===== config.mk =====
export PLATFORM = sky130hd
export DESIGN_NAME = rst_cause_tracker
export DESIGN_NICKNAME = d
export VERILOG_FILES = /design/src/rtl/rct_pkg.sv /design/src/rtl/rct_event_arbiter.sv /design/src/rtl/rct_flag_next.sv /design/src/rtl/rct_pc_select.sv /design/src/rtl/rst_cause_tracker.sv
export SDC_FILE = /design/constraint.sdc
export NUM_CORES = 1
export LEC_CHECK = 0
export BUFFER_PORTS_ARGS = -buffer_cell sky130_fd_sc_hd__buf_2
export CORE_UTILIZATION = 35
export DETAILED_ROUTE_END_ITERATION = 7
export HOLD_SLACK_MARGIN = 0.02
export SETUP_SLACK_MARGIN = 0.05
export SKIP_LAST_GASP = 1
export SLEW_MARGIN = 15
export SYNTH_ARGS = -nofsm -noshare
export SYNTH_HDL_FRONTEND = slang
export SYNTH_SLANG_ARGS = --single-unit

===== constraint.sdc =====
create_clock -name clk -period 2.8 [get_ports clk]
set_input_delay 0.84 -clock clk [delete_from_list [all_inputs] [get_ports clk]]
set_output_delay 0.84 -clock clk [all_outputs]
set_load 0.02 [all_outputs]

===== src/rtl/rct_pkg.sv =====
// Package: shared types for the reset cause tracker.
// Assumes event codes are consecutive in priority order starting at 1.
package rct_pkg;

    localparam int NUM_SRC = 8;

    typedef enum logic [3:0] {
        EV_NONE = 4'd0,
        EV_POR  = 4'd1,
        EV_BOR  = 4'd2,
        EV_MCLR = 4'd3,
        EV_WDT  = 4'd4,
        EV_STKF = 4'd5,
        EV_STKU = 4'd6,
        EV_SWR  = 4'd7,
        EV_WAKE = 4'd8
    } rct_event_e;

    typedef struct packed {
        logic sbor_en;
        logic stk_unf;
        logic stk_full;
        logic ri;
        logic to;
        logic pd;
        logic por_n;
        logic bor_n;
    } rct_flags_t;

    // Power-on value of the status word; sbor_en is filled in from configuration
    function automatic rct_flags_t por_flags(input logic cfg_sw_bor);
        rct_flags_t f;
        f.sbor_en  = cfg_sw_bor;
        f.stk_unf  = 1'b0;
        f.stk_full = 1'b0;
        f.ri       = 1'b1;
        f.to       = 1'b1;
        f.pd       = 1'b1;
        f.por_n    = 1'b0;
        f.bor_n    = 1'b0;
        return f;
    endfunction

endpackage


===== src/rtl/rct_event_arbiter.sv =====
// Module: picks the single highest-priority event among same-cycle strobes.
// Assumes the request vector is ordered with index 0 as the highest priority.
module rct_event_arbiter
    import rct_pkg::*;
#(
    parameter int N_SRC = NUM_SRC
) (
    input  logic [N_SRC-1:0] req_i,
    output rct_event_e       winner_o
);

    // Priority scan: lower index overrides higher index
    always_comb begin
        winner_o = EV_NONE;
        for (int i = N_SRC - 1; i >= 0; i--) begin
            if (req_i[i]) begin
                winner_o = rct_event_e'(4'(i + 1));
            end
        end
    end

endmodule


===== src/rtl/rct_flag_next.sv =====
// Module: next status word and action class for the winning event.
// Assumes one event per cycle (already arbitrated); EV_NONE keeps the word.
module rct_flag_next
    import rct_pkg::*;
(
    input  rct_event_e  ev_i,
    input  rct_flags_t  cur_i,
    input  logic [1:0]  mode_i,
    input  logic        stk_rst_en_i,
    input  logic        cfg_sw_bor_i,
    output rct_flags_t  nxt_o,
    output logic        do_reset_o,
    output logic        do_resume_o,
    output logic        allow_vec_o
);

    logic idle_mode;
    logic lp_run_mode;
    rct_flags_t upd;

    assign idle_mode   = mode_i[1];
    assign lp_run_mode = (mode_i == 2'd1);

    // Per-source flag update and action class
    always_comb begin
        upd         = cur_i;
        do_reset_o  = 1'b0;
        do_resume_o = 1'b0;
        allow_vec_o = 1'b0;
        unique case (ev_i)
            EV_POR: begin
                upd        = por_flags(cfg_sw_bor_i);
                do_reset_o = 1'b1;
            end
            EV_BOR: begin
                upd.ri     = 1'b1;
                upd.to     = 1'b1;
                upd.pd     = 1'b1;
                upd.bor_n  = 1'b0;
                do_reset_o = 1'b1;
            end
            EV_MCLR: begin
                if (idle_mode) begin
                    upd.to = 1'b1;
                    upd.pd = 1'b0;
                end else if (lp_run_mode) begin
                    upd.to = 1'b1;
                end
                do_reset_o = 1'b1;
            end
            EV_WDT: begin
                upd.to = 1'b0;
                if (idle_mode) begin
                    upd.pd      = 1'b0;
                    do_resume_o = 1'b1;
                end else begin
                    do_reset_o  = 1'b1;
                end
            end
            EV_STKF: begin
                upd.stk_full = 1'b1;
                do_reset_o   = stk_rst_en_i;
            end
            EV_STKU: begin
                upd.stk_unf = 1'b1;
                do_reset_o  = stk_rst_en_i;
            end
            EV_SWR: begin
                upd.ri     = 1'b0;
                do_reset_o = 1'b1;
            end
            EV_WAKE: begin
                upd.pd      = 1'b0;
                do_resume_o = 1'b1;
                allow_vec_o = 1'b1;
            end
            default: begin
                upd = cur_i;
            end
        endcase
    end

    // Soft brown-out enable rule applied on every true reset except power-on
    always_comb begin
        nxt_o = upd;
        if (do_reset_o && (ev_i != EV_POR) && !cfg_sw_bor_i) begin
            nxt_o.sbor_en = 1'b0;
        end
    end

endmodule


===== src/rtl/rct_pc_select.sv =====
// Module: restart address selection for reset, resume and vectored wake.
// Assumes do_reset and do_resume are never both set.
module rct_pc_select #(
    parameter int          PC_W    = 21,
    parameter logic [31:0] VEC_HI  = 32'h008,
    parameter logic [31:0] VEC_LO  = 32'h018,
    parameter int          PC_STEP = 2
) (
    input  logic            do_reset_i,
    input  logic            do_resume_i,
    input  logic            allow_vec_i,
    input  logic            int_hi_en_i,
    input  logic            int_lo_en_i,
    input  logic [PC_W-1:0] cur_pc_i,
    output logic            load_o,
    output logic [PC_W-1:0] pc_o
);

    localparam logic [PC_W-1:0] PC_HI   = VEC_HI[PC_W-1:0];
    localparam logic [PC_W-1:0] PC_LO   = VEC_LO[PC_W-1:0];
    localparam logic [PC_W-1:0] PC_INC  = PC_W'(PC_STEP);

    assign load_o = do_reset_i | do_resume_i;

    // Address mux: zero for reset, vector or next instruction for resume
    always_comb begin
        pc_o = '0;
        if (do_resume_i) begin
            if (allow_vec_i && int_hi_en_i) begin
                pc_o = PC_HI;
            end else if (allow_vec_i && int_lo_en_i) begin
                pc_o = PC_LO;
            end else begin
                pc_o = cur_pc_i + PC_INC;
            end
        end
    end

endmodule


===== src/rtl/rst_cause_tracker.sv =====
// Module: top of the reset cause tracker. Arbitrates event strobes, updates the
// sticky status word, and registers the core reset and restart address.
// Assumes event strobes are one cycle wide and synchronous to clk.
module rst_cause_tracker
    import rct_pkg::*;
#(
    parameter int          PC_W    = 21,
    parameter logic [31:0] VEC_HI  = 32'h008,
    parameter logic [31:0] VEC_LO  = 32'h018,
    parameter int          PC_STEP = 2
) (
    input  logic            clk,
    input  logic            rst_n,
    input  logic            ev_por_i,
    input  logic            ev_bor_i,
    input  logic            ev_swrst_i,
    input  logic            ev_mclr_i,
    input  logic            ev_wdt_i,
    input  logic            ev_stk_full_i,
    input  logic            ev_stk_unf_i,
    input  logic            ev_wake_i,
    input  logic [1:0]      pwr_mode_i,
    input  logic            stk_rst_en_i,
    input  logic            int_hi_en_i,
    input  logic            int_lo_en_i,
    input  logic            cfg_sw_bor_i,
    input  logic [PC_W-1:0] cur_pc_i,
    input  logic            sw_wr_i,
    input  logic [7:0]      sw_wdata_i,
    output logic [7:0]      status_o,
    output logic            core_rst_o,
    output logic            pc_load_o,
    output logic [PC_W-1:0] restart_pc_o
);

    logic [NUM_SRC-1:0] req;
    rct_event_e         winner;
    rct_flags_t         flags_q;
    rct_flags_t         flags_nxt;
    logic               do_reset;
    logic               do_resume;
    logic               allow_vec;
    logic               pc_ld;
    logic [PC_W-1:0]    pc_nxt;
    logic               rst_q;
    logic               ld_q;
    logic [PC_W-1:0]    pc_q;

    // Request vector in priority order, index 0 highest
    assign req = {ev_wake_i, ev_swrst_i, ev_stk_unf_i, ev_stk_full_i,
                  ev_wdt_i, ev_mclr_i, ev_bor_i, ev_por_i};

    rct_event_arbiter #(.N_SRC(NUM_SRC)) arb_i (
        .req_i    (req),
        .winner_o (winner)
    );

    rct_flag_next flag_i (
        .ev_i         (winner),
        .cur_i        (flags_q),
        .mode_i       (pwr_mode_i),
        .stk_rst_en_i (stk_rst_en_i),
        .cfg_sw_bor_i (cfg_sw_bor_i),
        .nxt_o        (flags_nxt),
        .do_reset_o   (do_reset),
        .do_resume_o  (do_resume),
        .allow_vec_o  (allow_vec)
    );

    rct_pc_select #(
        .PC_W    (PC_W),
        .VEC_HI  (VEC_HI),
        .VEC_LO  (VEC_LO),
        .PC_STEP (PC_STEP)
    ) pcs_i (
        .do_reset_i  (do_reset),
        .do_resume_i (do_resume),
        .allow_vec_i (allow_vec),
        .int_hi_en_i (int_hi_en_i),
        .int_lo_en_i (int_lo_en_i),
        .cur_pc_i    (cur_pc_i),
        .load_o      (pc_ld),
        .pc_o        (pc_nxt)
    );

    // Status word: hardware event wins over a software write
    always_ff @(posedge clk) begin
        if (!rst_n) begin
            flags_q <= por_flags(cfg_sw_bor_i);
        end else if (winner != EV_NONE) begin
            flags_q <= flags_nxt;
        end else if (sw_wr_i) begin
            flags_q <= rct_flags_t'(sw_wdata_i);
        end
    end

    // Registered core reset request and restart address
    always_ff @(posedge clk) begin
        if (!rst_n) begin
            rst_q <= 1'b0;
            ld_q  <= 1'b0;
            pc_q  <= '0;
        end else begin
            rst_q <= do_reset;
            ld_q  <= pc_ld;
            if (pc_ld) begin
                pc_q <= pc_nxt;
            end
        end
    end

    assign status_o     = flags_q;
    assign core_rst_o   = rst_q;
    assign pc_load_o    = ld_q;
    assign restart_pc_o = pc_q;

    AST_POR_FLAGS: assert property (@(posedge clk) disable iff (!rst_n)
        ev_por_i |=> (status_o[6:0] == 7'b0011100));

    AST_SWR_KEEPS: assert property (@(posedge clk) disable iff (!rst_n)
        (winner == EV_SWR) |=> (!status_o[4] && status_o[3:0] == $past(status_o[3:0])));

    AST_WDT_IDLE_RESUME: assert property (@(posedge clk) disable iff (!rst_n)
        (winner == EV_WDT && pwr_mode_i[1]) |=> (!core_rst_o && pc_load_o && !status_o[3] && !status_o[2]));

    AST_WAKE_NO_RST: assert property (@(posedge clk) disable iff (!rst_n)
        (winner == EV_WAKE) |=> (!core_rst_o && pc_load_o && !status_o[2]));

    AST_RST_PC_ZERO: assert property (@(posedge clk) disable iff (!rst_n)
        core_rst_o |-> (pc_load_o && restart_pc_o == '0));

    AST_IDLE_NO_PULSE: assert property (@(posedge clk) disable iff (!rst_n)
        (req == '0) |=> (!core_rst_o && !pc_load_o));

    AST_SW_WRITE: assert property (@(posedge clk) disable iff (!rst_n)
        (req == '0 && sw_wr_i) |=> (status_o == $past(sw_wdata_i)));

    AST_ONE_WINNER: assert property (@(posedge clk) disable iff (!rst_n)
        (ev_por_i && ev_bor_i) |-> (winner == EV_POR));

endmodule


== Word level (Yosys, flattened, before mapping) ==
Index checks and enable logic that the tools add are counted.

* Add/subtract/negate cells: 1
* Equal/unequal tests: 21
* Multiplexer cells: 31
* Bitwise logic cells: 1
* Reduce and logical (&&, ||, !) cells: 19

{| class="wikitable"
|+ Operators with widths
! kind !! number
|-
| $mux 21 || 3
|-
| $mux 4 || 8
|-
| $mux 8 || 3
|-
| $add 21x2->21 const B || 1
|-
| $eq 4x3->1 const B || 4
|-
| $reduce_and 2->1 || 6
|-
| $mux 1 || 10
|-
| $ne 3x1->1 const B || 3
|-
| $pmux 1 s3 || 3
|-
| $eq 4x2->1 const B || 2
|-
| $ne 4x2->1 const B || 2
|-
| $ne 4x3->1 const B || 2
|-
| $pmux 1 s2 || 4
|-
| $reduce_and 3->1 || 2
|-
| $reduce_or 2->1 || 3
|-
| $eq 4x1->1 const B || 1
|-
| $eq 4x4->1 const B || 1
|-
| $logic_and 1x1->1 || 4
|-
| $ne 4x1->1 const B || 1
|-
| $reduce_bool 4->1 || 1
|-
| $reduce_or 4->1 || 1
|-
| $ne 3x2->1 const B || 1
|-
| $ne 3x3->1 const B || 1
|-
| $eq 2x1->1 const B || 1
|-
| other kinds (5) || 5
|}

* Flip-flop bits (word level): 31
* Input port bits: 46
* Output and inout bits: 31
* Word-level logic and storage cells: 84

== Logic depth before layout (Yosys ltp) ==
* Depth in word-level cells: 16
* Depth in mapped cells: 7
* Mapped depth without buffers: 6

== Cells and area by module ==
A second synthesis with hierarchy kept.

* Cell total of the unflattened synthesis: 248
* Area, all modules: 2093.3 um2

{| class="wikitable"
|+ By module, submodules not included
! module !! instances !! cells an instance !! area an instance (um2) !! seq. area each (um2)
|-
| rst_cause_tracker || 1 || 111 || 1257.5 || 630.6
|-
| rct_pc_select || 1 || 83 || 474.2 || 0.0
|-
| rct_flag_next || 1 || 42 || 290.3 || 0.0
|-
| rct_event_arbiter || 1 || 12 || 71.3 || 0.0
|}

== Worst setup path before layout ==
Ideal clock, no wire load.

* Path type: in2reg
* From: in ev_stk_full_i
* To: reg flags_q (netlist bit status_o[7]), enable pin
* Setup time: 310 ps
* Data arrival time: 1991 ps
* Required time: 2490 ps
* Path slack: 499 ps
* Cell stages on the path: 6
* Path buffers: 1
* Path through: buf_2 > nor4_2 > nand3_1 > nor4_1 > nor3b_1 > o21ai_0

* Longest elaborated chain between the ends: 12
* Elaborated cells between the ends (all ways): 22
* Classes of those cells: eq/ne (10); mux (6); reduce/logical (6)

{| class="wikitable"
|+ RTL lines
! what !! line !! source
|-
| from (decl) || rst_cause_tracker.sv:19 || <nowiki>input logic ev_stk_full_i,</nowiki>
|-
| $mux 4 * (5 in a row) || rct_event_arbiter.sv:16 || <nowiki>if (req_i[i]) begin</nowiki>
|-
| $eq 4x2->1, or another cell as far along || rct_flag_next.sv:30 || <nowiki>unique case (ev_i)</nowiki>
|-
| $reduce_or 4->1 (no source line) or $reduce_or 2->1 (tied branches) || -- ||
|-
| $pmux 1 s3 || rct_flag_next.sv:30 ||
|-
| $logic_and 1x1->1 (2 in a row) || rct_flag_next.sv:86 || <nowiki>if (do_reset_o && (ev_i != EV_POR) && !cfg_sw_bor_i) begin</nowiki>
|-
| $ne 4x2->1 (no source line) || -- ||
|-
| $reduce_and 2->1 (no source line) * || -- ||
|-
| to (signal assigned) || rst_cause_tracker.sv:89 || <nowiki>flags_q <= por_flags(cfg_sw_bor_i);</nowiki>
|-
| to (signal assigned) || rst_cause_tracker.sv:91 || <nowiki>flags_q <= flags_nxt;</nowiki>
|-
| to (signal assigned) || rst_cause_tracker.sv:93 || <nowiki>flags_q <= rct_flags_t'(sw_wdata_i);</nowiki>
|-
| to (decl) || rst_cause_tracker.sv:38 || <nowiki>rct_flags_t flags_q;</nowiki>
|}

Mark *: on every way between the ends. The rest lies on a longest branch, timed or not.
A chain may end at the register's enable or synchronous reset.

== Worst setup path in the final report ==
* From: in ev_stk_unf_i
* To: reg pc_q[8], in the netlist restart_pc_o[8]

* Longest elaborated chain between the ends: 12
* Elaborated cells between the ends (all ways): 25
* Classes of those cells: eq/ne (8); mux (12); bitwise (1); reduce/logical (4)

{| class="wikitable"
|+ RTL lines
! what !! line !! source
|-
| from (decl) || rst_cause_tracker.sv:20 || <nowiki>input logic ev_stk_unf_i,</nowiki>
|-
| $mux 4 * (6 in a row) || rct_event_arbiter.sv:16 ||
|-
| $eq 4x4->1 || rct_flag_next.sv:30 ||
|-
| $mux 1 || rct_flag_next.sv:30 ||
|-
| $logic_and 1x1->1 || rct_pc_select.sv:31 || <nowiki>end else if (allow_vec_i && int_lo_en_i) begin</nowiki>
|-
| $mux 21 || rct_pc_select.sv:31 ||
|-
| $mux 21 || rct_pc_select.sv:29 || <nowiki>if (allow_vec_i && int_hi_en_i) begin</nowiki>
|-
| $mux 21 || rct_pc_select.sv:28 || <nowiki>if (do_resume_i) begin</nowiki>
|-
| to (signal assigned) || rst_cause_tracker.sv:107 || <nowiki>pc_q <= pc_nxt;</nowiki>
|-
| to (decl) || rst_cause_tracker.sv:47 || <nowiki>logic [PC_W-1:0] pc_q;</nowiki>
|}

Marks and branches as above.

==> impl_metrics.tcl <==
set metrics [dict create \
    grt_overflow_total 0 \
    dp.cells 311 \
    violations "design-rule violations" \
    die-height_um 70.9 \
    slowest_delay_ns 0.57 \
    dr_iter_0_viols 75 \
    diodes 0 \
    design.portCount 77 \
    ys_ff_latch 31 \
    power.density_cell_area_mw_per_mm2 471 \
    core_region_area_mm2 0.00444 \
    clock_skew_ns 0 \
    design.die.area_mm2 0.00503 \
    synth_area_per_cell_um2 8.98 \
    timing_hold_violations_final 0 \
    h_tree_lvl_count 2 \
    drive_above_1_share_pct 36.3 \
    gr-usage-all-layers_pct 17.4 \
    remaining_design_rule_violation_count 12 \
    cp_common_cell "sky130_fd_sc_hd__nor2_2" \
    dpl_worst_slack_ns 0.222 \
    worst-path-max-fanout 15 \
    synthFlopType "sky130_fd_sc_hd__dfxtp_1" \
    vias_in_the_first_global_route 1518 \
    seq_area_um2 631 \
    switching_share_pct 24.2 \
    wirelength_um 4280 \
    pins_over_their_slew_limit 0 \
    setup_failing_eps_final 0 \
    final_design_area_no_fill_mm2 0.00222 \
    combinationalPowerShare_pct 12.9 \
    switching_power_of_the_nets_w 0.000253 \
    routed_metal_1_wire_length_um 2030 \
    seqPwrFrac_pct 43.2 \
    crit_buf_inv 2 \
    final.setup.tns_ns 0 \
    post_synth_instance_area_mm2 0.00166 \
    synth_edf_count 1 \
    floorplan.initialDensity_pct 37.4 \
    cts.clk_slew.worst_paths_ns 0.07 \
    maxCapViolCount 0 \
    setup_repair_after_global_routing_missed_its_margin "false" \
    clock_tree.buffer_depth 2 \
    design.final.nets 313 \
    route.antenna.remaining_nets 0 \
    post_layout_nonfiller_instances 319 \
    wl_met2_um 1890 \
    power_report.internal_total_w 0.000793 \
    clock_sink_count 31 \
    initial_antenna_violation_count 0 \
    status "finished with violations" \
    async_set_reset_flop_share_out_of_synthesis_pct 0 \
    crit_slowest_cell "sky130_fd_sc_hd__or4_1" \
    num_vias 1660 \
    tritoncts "yes" \
    hold_buffers_post_cts 0 \
    multiInputGateArea_um2 965 \
    gp_congestion 0.809 \
    placedInstanceArea_mm2 0.00210 \
    drt-vias-per-instance 5.20 \
    timing.critical_path.cells "buf_2, or4_1, nor2_2, a31oi_4, nor2_2, buf_4, o2bb2ai_1" \
    grt_first_pass_wirelength_um 6870 \
    timing.hold.worst.class "reg -> reg" \
    synth_cells 185 \
    fillCellCount 453 \
    total_leakage_power_nw 0.950 \
    clkPwrFrac_pct 43.9 \
    flow.area_growth_from_synthesis_pct 33.7 \
    post_cts_resized 0 \
    detail_route.wl_per_cell_um 13.4 \
    numCtsBuffers 5 \
    worst_ep_arrival_time_ns 2.48 \
    top_layer "met4" \
    critical_path.top_delay_family "simple AND/OR/NAND/NOR gates" \
    maxClockFrequency_mhz 440 \
    slew_headroom_pct 67.4 \
    die_x_um 70.9 \
    critPathCaptureType "register" \
    cts_post_setup_buffers_inserted 0 \
    firstDrtPassIters 6 \
    port-buffer-count 76 \
    yosysSeqAreaShare_pct 38.0 \
    routed-wl-met3_um 312 \
    timing.final.crit_share_pct 81.2 \
    critPathKind "in -> reg" \
    synth.distinct_cells 47 \
    crit_path_start_kind "input pin" \
    required_ns 3.01 \
    grt_start_max_net_pins 18 \
    final_critical_path_setup_slack_ns 0.525 \
    layout_min_cycle_time_ns 2.27 \
    cts_root_buffer "sky130_fd_sc_hd__clkbuf_8" \
    peakVddDrop_uv 217 \
    std_cell_rows 24 \
    place_hpwl_um 3300 \
    clk-insertion-delay-late_ns 0.28 \
    yosys_warnings 0 \
    max_slew.worst_pin.slew_ns 0.485 \
    synth_nets 232 \
    fin_util_pct 50.0 \
]
## final timing paths
| check | startpoint | to | slack (ns) | cells after the start |
|---|---|---|---|---|
| setup reg to reg | status_o[1] | status_o[1] | 2.05 | 3 |
| hold reg to reg | restart_pc_o[20] | restart_pc_o[20] | 0.46 | 1 |
| hold / removal | restart_pc_o[20] | restart_pc_o[20] | 0.46 | 1 |
| setup / recovery | ev_stk_unf_i | restart_pc_o[8] | 0.53 | 7 |
## cells by family after synthesis
logic type	after synthesis	share of synthesized area, %
simple gates	64	19.7
compound gates	54	26.3
flops	31	38.0
xor+xnor	18	9.49
buf+inv	14	3.99
mux	3	1.88
fa+ha+maj	1	0.753
## cell usage in the layout, fill, tap and decap left out, drive strengths merged, types with 8 or more instances in the layout
cell type,Yosys,layout
nand2,16,16
xor2,11,11
nand3,8,8
o21ai,9,9
o2bb2ai,20,20
dfxtp,30,30
buf,4,81
nor2,16,16
## layout make-up
cell class	count	share of cell area (%)
Tap cell	52	2.93
Clock inverter	2	1.58
Sequential cell	31	28.4
Clock buffer	6	3.72
Timing Repair Buffer	81	18.8
Inverter	7	1.18
Multi-Input combinational cell	140	43.4
## state kept, by name, summed over array words and instances (netlist names)
name          count
core_rst_o        1
pc_load_o         1
restart_pc_o     21
status_o          8
## cell usage after synthesis (3+ instances only)
cell | n | area share [%]
sky130_fd_sc_hd__nor3_1 | 6 | 1.8
sky130_fd_sc_hd__xnor2_1 | 7 | 3.7
sky130_fd_sc_hd__nand4_1 | 6 | 2.3
sky130_fd_sc_hd__nor2b_1 | 3 | 1.1
sky130_fd_sc_hd__o21ai_0 | 8 | 2.4
sky130_fd_sc_hd__inv_1 | 7 | 1.6
sky130_fd_sc_hd__nor2_1 | 14 | 3.2
sky130_fd_sc_hd__nand3_1 | 8 | 2.4
sky130_fd_sc_hd__xor2_1 | 11 | 5.8
sky130_fd_sc_hd__nand2_1 | 15 | 3.4
sky130_fd_sc_hd__a21oi_1 | 7 | 2.1
sky130_fd_sc_hd__o2bb2ai_1 | 20 | 11
sky130_fd_sc_hd__clkbuf_1 | 3 | 0.68
sky130_fd_sc_hd__dfxtp_1 | 30 | 36
## routing by layer
metal,GRT usage [%],vias up
li1,-,857
met1,22.2,745
met2,27.5,53
met3,6.13,5
met4,6.00,0
met5,0,-
## power groups by stage
| stage | Combinational [W] | Sequential (W) | Clock, W |
|---|---|---|---|
| detailed placement | 0.000134 | 0.000462 | 0 |
| finish | 0.000135 | 0.000452 | 0.000459 |
| global route | 0.000149 | 0.000452 | 0.000494 |
| global placement | 0.000135 | 0.000462 | 0 |
| floorplan | 0.0000588 | 0.000470 | 0 |
| CTS | 0.000135 | 0.000452 | 0.000471 |
## worst reg2reg max path: stages, from the launching register on
cell	delay, ns
sky130_fd_sc_hd__dfxtp_1	0.33
sky130_fd_sc_hd__nor2b_1	0.13
sky130_fd_sc_hd__o41ai_1	0.07
sky130_fd_sc_hd__a21boi_0	0.15
## through the flow
step           total power, W  hold slack (ns)
2_1_floorplan        0.000529            0.537
3_5_place_dp         0.000596            0.443
3_3_place_gp         0.000597            0.438
4_1_cts               0.00106            0.464
6_report              0.00105            0.460
5_1_grt               0.00110            0.473
Power figures use the tool's default switching activity.
